==> config.mk <==
export PLATFORM = sky130hd
export DESIGN_NAME = rxdq_walker
export DESIGN_NICKNAME = d
export VERILOG_FILES = /design/src/rtl/rdw_pkg.sv /design/src/rtl/rdw_rr_arb.sv /design/src/rtl/rdw_qctx.sv /design/src/rtl/rxdq_walker.sv
export SDC_FILE = /design/constraint.sdc
export NUM_CORES = 2
export LEC_CHECK = 0
export BUFFER_PORTS_ARGS = -buffer_cell sky130_fd_sc_hd__clkbuf_2
export CORE_UTILIZATION = 49
export CTS_CLUSTER_SIZE = 20
export DETAILED_ROUTE_END_ITERATION = 16
export SLEW_MARGIN = 20
export SYNTH_ARGS = -nofsm -noshare
export SYNTH_HDL_FRONTEND = slang
export SYNTH_SLANG_ARGS = --single-unit
==> constraint.sdc <==
create_clock -name clk -period 10.2 [get_ports clk]
set_input_delay 1.53 -clock clk [delete_from_list [all_inputs] [get_ports clk]]
set_output_delay 1.53 -clock clk [all_outputs]
set_load 0.01 [all_outputs]
==> src/rtl/rdw_pkg.sv <==
package rdw_pkg;
  typedef enum logic [2:0] {
    EN_IDLE,
    EN_RD0,
    EN_RD1,
    EN_RD2,
    EN_RD3,
    EN_WB
  } eng_st_t;

  localparam int OWN_BIT = 31;
  localparam int EOQ_BIT = 30;
endpackage

==> src/rtl/rdw_rr_arb.sv <==
module rdw_rr_arb #(
  parameter int N = 16,
  localparam int IW = $clog2(N)
) (
  input  logic          clk,
  input  logic          rst_n,
  input  logic [N-1:0]  req,
  input  logic          take,
  output logic [IW-1:0] gnt_idx,
  output logic          gnt_any
);
  logic [IW-1:0] ptr;
  logic [IW:0]   cand;

  always_comb begin
    gnt_any = 1'b0;
    gnt_idx = '0;
    cand    = '0;
    for (int i = 0; i < N; i++) begin
      cand = {1'b0, ptr} + (IW+1)'(i);
      if (cand >= (IW+1)'(N)) cand = cand - (IW+1)'(N);
      if (!gnt_any && req[cand[IW-1:0]]) begin
        gnt_any = 1'b1;
        gnt_idx = cand[IW-1:0];
      end
    end
  end

  always_ff @(posedge clk) begin
    if (!rst_n) ptr <= '0;
    else if (take) ptr <= (gnt_idx == IW'(N-1)) ? '0 : gnt_idx + IW'(1);
  end

  a_r9_grant_requested: assert property (@(posedge clk) disable iff (!rst_n)
    gnt_any |-> req[gnt_idx]);
  a_r9_idle_no_grant: assert property (@(posedge clk) disable iff (!rst_n)
    (req == '0) |-> !gnt_any);
endmodule

==> src/rtl/rdw_qctx.sv <==
module rdw_qctx #(
  parameter int AW = 16,
  parameter int BW = 32,
  parameter int LW = 13,
  parameter int SW = 9
) (
  input  logic          clk,
  input  logic          rst_n,
  input  logic          arm_i,
  input  logic [AW-1:0] arm_ptr_i,
  input  logic          ld_i,
  input  logic [AW-1:0] ld_next_i,
  input  logic [BW-1:0] ld_buf_i,
  input  logic [LW-1:0] ld_len_i,
  input  logic          starve_i,
  input  logic          done_i,
  input  logic          fill_i,
  input  logic [SW-1:0] fill_len_i,
  output logic [AW-1:0] cur_o,
  output logic [AW-1:0] nxt_o,
  output logic [BW-1:0] buf_o,
  output logic [LW-1:0] len_o,
  output logic [LW-1:0] off_o,
  output logic          loaded_o,
  output logic          starve_o,
  output logic          ended_o
);
  always_ff @(posedge clk) begin
    if (!rst_n) begin
      cur_o    <= '0;
      nxt_o    <= '0;
      buf_o    <= '0;
      len_o    <= '0;
      off_o    <= '0;
      loaded_o <= 1'b0;
      starve_o <= 1'b0;
      ended_o  <= 1'b1;
    end else if (arm_i) begin
      cur_o    <= arm_ptr_i;
      off_o    <= '0;
      loaded_o <= 1'b0;
      starve_o <= 1'b0;
      ended_o  <= (arm_ptr_i == '0);
    end else if (ld_i) begin
      nxt_o    <= ld_next_i;
      buf_o    <= ld_buf_i;
      len_o    <= ld_len_i;
      off_o    <= '0;
      loaded_o <= 1'b1;
    end else if (starve_i) begin
      starve_o <= 1'b1;
    end else if (done_i) begin
      loaded_o <= 1'b0;
      off_o    <= '0;
      if (nxt_o == '0) ended_o <= 1'b1;
      else cur_o <= nxt_o;
    end else if (fill_i) begin
      off_o <= off_o + LW'(fill_len_i);
    end
  end

  a_r4_fill_in_bounds: assert property (@(posedge clk) disable iff (!rst_n)
    loaded_o |-> ((off_o < len_o) || (off_o == '0)));
  a_r8_starve_not_loaded: assert property (@(posedge clk) disable iff (!rst_n)
    starve_o |-> !loaded_o);
endmodule

==> src/rtl/rxdq_walker.sv <==
module rxdq_walker
  import rdw_pkg::*;
#(
  parameter int NQ = 16,
  parameter int AW = 16,
  parameter int BW = 32,
  parameter int LW = 13,
  parameter int SW = 9,
  localparam int QW = $clog2(NQ)
) (
  input  logic          clk,
  input  logic          rst_n,
  input  logic          hdp_we,
  input  logic [QW-1:0] hdp_qid,
  input  logic [AW-1:0] hdp_ptr,
  output logic          mem_req,
  output logic          mem_we,
  output logic [AW-1:0] mem_addr,
  output logic [31:0]   mem_wdata,
  input  logic [31:0]   mem_rdata,
  input  logic          seg_valid,
  output logic          seg_ready,
  input  logic [QW-1:0] seg_qid,
  input  logic [SW-1:0] seg_len,
  input  logic          seg_last,
  output logic [BW-1:0] seg_dst,
  output logic          cmp_valid,
  output logic [QW-1:0] cmp_qid,
  output logic [AW-1:0] cmp_addr,
  output logic [NQ-1:0] starve
);
  eng_st_t       st;
  logic [QW-1:0] eng_q;
  logic          stale;
  logic [AW-1:0] eng_base;
  logic [AW-1:0] rd_next;
  logic [BW-1:0] rd_buf;

  logic [AW-1:0] cur_a [NQ];
  logic [AW-1:0] nxt_a [NQ];
  logic [BW-1:0] buf_a [NQ];
  logic [LW-1:0] len_a [NQ];
  logic [LW-1:0] off_a [NQ];
  logic [NQ-1:0] loaded_v, ended_v, need_v;

  logic          acc, close, take, gnt_any, seg_hit, eng_hit;
  logic [QW-1:0] gnt_idx;
  logic [LW:0]   fill_sum;
  logic          unused_rdata;

  assign unused_rdata = ^mem_rdata;
  assign need_v   = ~loaded_v & ~starve & ~ended_v;
  assign seg_hit  = hdp_we && (hdp_qid == seg_qid);
  assign eng_hit  = hdp_we && (hdp_qid == eng_q);
  assign seg_ready = (st == EN_IDLE) && loaded_v[seg_qid] && !seg_hit;
  assign acc      = seg_valid && seg_ready;
  assign fill_sum = {1'b0, off_a[seg_qid]} + (LW+1)'(seg_len);
  assign close    = seg_last || (fill_sum >= {1'b0, len_a[seg_qid]});
  assign seg_dst  = buf_a[seg_qid] + BW'(off_a[seg_qid]);
  assign take     = (st == EN_IDLE) && !acc && gnt_any;

  rdw_rr_arb #(.N(NQ)) u_arb (
    .clk(clk), .rst_n(rst_n), .req(need_v), .take(take),
    .gnt_idx(gnt_idx), .gnt_any(gnt_any)
  );

  for (genvar q = 0; q < NQ; q++) begin : g_q
    logic here_rd3;
    assign here_rd3 = (st == EN_RD3) && (eng_q == QW'(q)) && !stale;
    rdw_qctx #(.AW(AW), .BW(BW), .LW(LW), .SW(SW)) u_ctx (
      .clk(clk), .rst_n(rst_n),
      .arm_i(hdp_we && (hdp_qid == QW'(q))), .arm_ptr_i(hdp_ptr),
      .ld_i(here_rd3 && mem_rdata[OWN_BIT]),
      .ld_next_i(rd_next), .ld_buf_i(rd_buf), .ld_len_i(mem_rdata[LW-1:0]),
      .starve_i(here_rd3 && !mem_rdata[OWN_BIT]),
      .done_i((st == EN_WB) && (eng_q == QW'(q))),
      .fill_i(acc && !close && (seg_qid == QW'(q))), .fill_len_i(seg_len),
      .cur_o(cur_a[q]), .nxt_o(nxt_a[q]), .buf_o(buf_a[q]), .len_o(len_a[q]),
      .off_o(off_a[q]), .loaded_o(loaded_v[q]), .starve_o(starve[q]),
      .ended_o(ended_v[q])
    );
  end

  always_ff @(posedge clk) begin
    if (!rst_n) begin
      st        <= EN_IDLE;
      eng_q     <= '0;
      stale     <= 1'b0;
      eng_base  <= '0;
      rd_next   <= '0;
      rd_buf    <= '0;
      cmp_valid <= 1'b0;
      cmp_qid   <= '0;
      cmp_addr  <= '0;
    end else begin
      cmp_valid <= (st == EN_WB);
      cmp_qid   <= eng_q;
      cmp_addr  <= cur_a[eng_q];
      case (st)
        EN_IDLE: begin
          if (acc && close) begin
            st    <= EN_WB;
            eng_q <= seg_qid;
          end else if (take) begin
            st       <= EN_RD0;
            eng_q    <= gnt_idx;
            eng_base <= cur_a[gnt_idx];
            stale    <= hdp_we && (hdp_qid == gnt_idx);
          end
        end
        EN_RD0: begin st <= EN_RD1; stale <= stale || eng_hit; end
        EN_RD1: begin
          st <= EN_RD2; stale <= stale || eng_hit;
          rd_next <= mem_rdata[AW-1:0];
        end
        EN_RD2: begin
          st <= EN_RD3; stale <= stale || eng_hit;
          rd_buf <= mem_rdata[BW-1:0];
        end
        EN_RD3:  st <= EN_IDLE;
        EN_WB:   st <= EN_IDLE;
        default: st <= EN_IDLE;
      endcase
    end
  end

  always_comb begin
    mem_req   = 1'b0;
    mem_we    = 1'b0;
    mem_addr  = '0;
    mem_wdata = {1'b0, (nxt_a[eng_q] == '0), {(30-LW){1'b0}}, len_a[eng_q]};
    case (st)
      EN_RD0: begin mem_req = 1'b1; mem_addr = eng_base; end
      EN_RD1: begin mem_req = 1'b1; mem_addr = eng_base + AW'(1); end
      EN_RD2: begin mem_req = 1'b1; mem_addr = eng_base + AW'(2); end
      EN_WB:  begin mem_req = 1'b1; mem_we = 1'b1; mem_addr = cur_a[eng_q] + AW'(2); end
      default: ;
    endcase
  end

  a_r5_cmp_single: assert property (@(posedge clk) disable iff (!rst_n)
    cmp_valid |=> !cmp_valid);
  a_r4_wb_clears_own: assert property (@(posedge clk) disable iff (!rst_n)
    (mem_req && mem_we) |-> !mem_wdata[OWN_BIT]);
  a_r8_starved_holds: assert property (@(posedge clk) disable iff (!rst_n)
    (seg_valid && starve[seg_qid]) |-> !seg_ready);
  a_r2_read_seq: assert property (@(posedge clk) disable iff (!rst_n)
    (mem_req && !mem_we && $past(mem_req && !mem_we)) |-> (mem_addr == $past(mem_addr) + AW'(1)));
  a_r3_accept_no_mem: assert property (@(posedge clk) disable iff (!rst_n)
    (seg_valid && seg_ready) |-> !mem_req);
endmodule

==> summary.md <==
| Metric | Value |
|---|---|
| CTS Root Cell | `clkbuf_16` |
| Setup Buffers After CTS | `0` |
| WP data arrival | `a little over 7 ns` |
| Fin cells | `11800` |
| Switching share of total power | `roughly 37%` |
| Largest area contributor in the netlist | `dfxtp_1` |
| Rel. slew slack | `18.9%` |
| Setup CP Type | `primary input to output port` |
| Max FO, Critical Path | `between 60 and 70` |
| Die height | `roughly 410 um` |
| Hold WC Path Type | `flip-flop to flip-flop` |
| TritonCTS clock tree | `built` |
| Compound-gate portion of the synthesized area | `between 10% and 20%` |
| Clock Latency Late Sink | `between 0.8 and 0.9 ns` |
| Post-CTS Hold Buffers | `0` |
| Simple-Gate Fraction of Synth Area | `19.7%` |
| DRC viols | `0` |
| Die Area | `around 170000 sq um` |
| TritonCTS Buffers | `approximately 180` |
| Post-synth top area share | `a little under 40%` |
| Initial antenna violation count | `20` |
| Setup TNS Final | `0 ns` |
| Setup Skew | `approximately 0.039 ns` |
| Mux cell area share after synthesis | `roughly 16%` |
| RSZ-0062 raised after global routing | `no` |
| F_max | `114 MHz` |
| Largest net degree at the start of global routing | `233` |
| Synth Area in Adders | `between 3 and 4%` |
| Largest family of logic cells by synthesized area | `simple AND/OR/NAND/NOR gates` |
| Worst-margin pin slew | `1.22 ns` |
| Max VDD drop | `0.535 mV` |
| Final Total Pwr | `~19 mW` |
| Power Internal | `roughly 12 mW` |
| Filler cells | `15400` |
| Register Area | `between 30000 and 40000 sq um` |
| Setup Viol. Count Final | `0` |
| Routed WL per cell | `around 28 um` |
| Final #Nets | `between 9000 and 10000` |
| I/O Pins | `190` |
| Synth unique cells | `90` |
| Cells after Synth | `just under 10000` |
| Mean post-synth cell area | `8.44 sq um` |
| Register area share after synthesis | `~39%` |
| Final Core Density | `approximately 54%` |
| Total gr overflow | `0` |
| Vias | `74700` |
| Clock Tree Buf Depth | `3` |
| CTS H-tree lvls | `4` |
| Clock period minus worst slack | `8.79 ns` |
| PwrDens | `approximately 210 nW/um^2` |
| Crit. End Element | `output port` |
| Area grow syn2layout | `9.34%` |
| Port-buffer cells | `between 150 and 200` |
| Resized cells post-CTS | `0` |
| Ys Warns | `0` |
| Combinational Power Share | `31.2%` |
| Final hold violation count | `0` |
| Static Leakage | `approximately 31 nW` |
| Clock transition at path regs | `around 0.06 ns` |
| Vias in the first global route | `68800` |
| CP required | `just under 9 ns` |
| Starting Density | `around half` |
| Top cells by area, synth | `dfxtp_1, mux4_2, nand2_1, a21oi_1, clkbuf_1` |
| Slew Viols, Final | `0` |
| #FFs+latches synth | `roughly 1600` |
| Count leader, synth | `nand2_1` |
| Final Wtd Congestion | `around 1` |
| Vias per cell | `around 6.3` |
| Drt initial violations | `about 9400` |
| Switch Pwr | `6.88 mW` |
| Final antenna-violating net count | `0` |
| Status | `complete, no violations` |
| Site row count | `150` |
| Detail Placement HPWL | `roughly 210000 um` |
| First-pass GRT wire length | `473000 um` |
| Die width | `412 um` |
| Worst hold slack | `0.451 ns` |
| Post-synth top cells | `nand2_1, dfxtp_1, a21oi_1` |
| Post-synth EDFFs | `0` |
| CP Launch Type | `primary input` |
| Clock network power share | `between 30 and 40%` |
| Fraction of layout cells with a size suffix above 1 | `around 12%` |
| Core Footprint | `~170000 sq um` |
| Xor/xnor cell area share of the yosys netlist | `under 10%` |
| Area occupied by multi-input gates | `around 47000 sq um` |
| WL final | `about 330000 um` |
| Synth Flop Type | `dfxtp_1` |
| DRT Pass-1 Iters | `6` |
| Share of flip-flops with an asynchronous set or reset | `0%` |
| Total Routing Usage GR | `a little under two fifths` |
| Post-Place Cells | `11500` |
| Tcrit/Tclk final | `86.2%` |
| Maximum capacitance violations | `0` |
| Synthesized area | `82400 sq um` |
| Seq pwr share | `between 30% and 40%` |
| Clk sinks | `1585` |
## logic make-up after synthesis
family	count (synthesis)
buffers and inverters	1008
adders and majority gates	207
muxes	713
AOI/OAI and AO/OA	2094
DFF	1585
and+or+nand+nor	3928
other	1
xor gates and xnor gates	226
## critical path, cell delays in order
cell,delay (ns)
buf_8,0.50
buf_4,0.53
mux4_2,0.56
mux4_2,0.55
ha_1,0.32
a21o_1,0.16
a21oi_1,0.20
o21ai_0,0.12
a21oi_1,0.23
o21ai_0,0.10
a21oi_1,0.21
o21ai_0,0.14
a2111oi_0,0.69
o31a_1,0.49
nor2_1,0.26
nand2_1,0.20
nor3_1,0.08
xor2_1,0.13
clkbuf_2,0.15
## cell usage in the layout, fill, tap and decap left out, types with 54 or more instances in the layout
cell type and instances:
a211oi_1 111, nand3_1 58, dfxtp_1 1580, nand2_1 2717
a21boi_0 133, xor2_1 65, ha_1 189, nor3_1 105
nor4_1 118, inv_1 129, nor2_1 596, mux2i_1 254
buf_4 176, clkbuf_1 54, o21bai_1 78, a311oi_1 163
clkbuf_16 180, clkbuf_2 166, o21ai_0 113, mux4_2 454
xnor2_1 160, nor2b_1 55, a21oi_1 1206
## power by group through the flow
stage / clock network (mW) / logic (mW) / registers [mW]
after CTS: 6.45 / 5.65 / 6.49
after global routing: 6.70 / 6.01 / 6.51
after detailed placement: 0 / 5.63 / 6.63
after global placement: 0 / 5.61 / 6.63
after floorplan: 0 / 4.25 / 6.47
final: 6.42 / 5.86 / 6.50
## layer usage
| metal | routed length, um | global-route usage [%] | share of wire [%] |
|---|---|---|---|
| met5 | 182 | 0 | 0.056 |
| met4 | 19100 | 19.7 | 5.8 |
| met3 | 35200 | 7.51 | 11 |
| met2 | 142000 | 56.7 | 43 |
| met1 | 130000 | 50.9 | 40 |
## per-stage QoR
stage	worst slack, ns	cell area (sq um)
2_1_floorplan	0.772	82500
3_3_place_gp	1.43	84400
3_5_place_dp	1.25	84400
4_1_cts	1.47	90100
5_1_grt	0.954	90100
6_report	1.41	90100
## path summary, 6_finish.rpt
kind,from,to,slack [ns],cells after the start
worst max-delay path,seg_qid[0],seg_dst[31],1.41,19
worst min register to register,g_q[5].u_ctx.buf_o[9]$_SDFFE_PN0P_,g_q[5].u_ctx.buf_o[9]$_SDFFE_PN0P_,0.45,2
worst min-delay path,g_q[5].u_ctx.buf_o[9]$_SDFFE_PN0P_,g_q[5].u_ctx.buf_o[9]$_SDFFE_PN0P_,0.45,2
worst max register to register,u_arb.ptr[0]$_SDFFE_PN0P_,eng_base[14]$_SDFFE_PN0P_,2.62,16
## flip-flops by register name, summed over array words and instances (netlist names), 32 cells and up
| name | cells |
|---|---|
| rd_buf | 32 |
| g_q.u_ctx.buf_o | 512 |
| g_q.u_ctx.len_o | 208 |
| g_q.u_ctx.cur_o | 256 |
| g_q.u_ctx.off_o | 208 |
| g_q.u_ctx.nxt_o | 256 |
## cell type report
| cell class | instances | share of cell area (%) |
|---|---|---|
| repair buffers | 352 | 2.58 |
| well taps | 2204 | 3.06 |
| clock buffers | 270 | 5.77 |
| diodes | 5 | 0.0139 |
| inverters | 135 | 0.576 |
| flip-flops and latches | 1585 | 35.2 |
| multi-input cells | 7186 | 52.2 |
| clock inverters | 45 | 0.561 |
(Power assumes the default switching activity.)
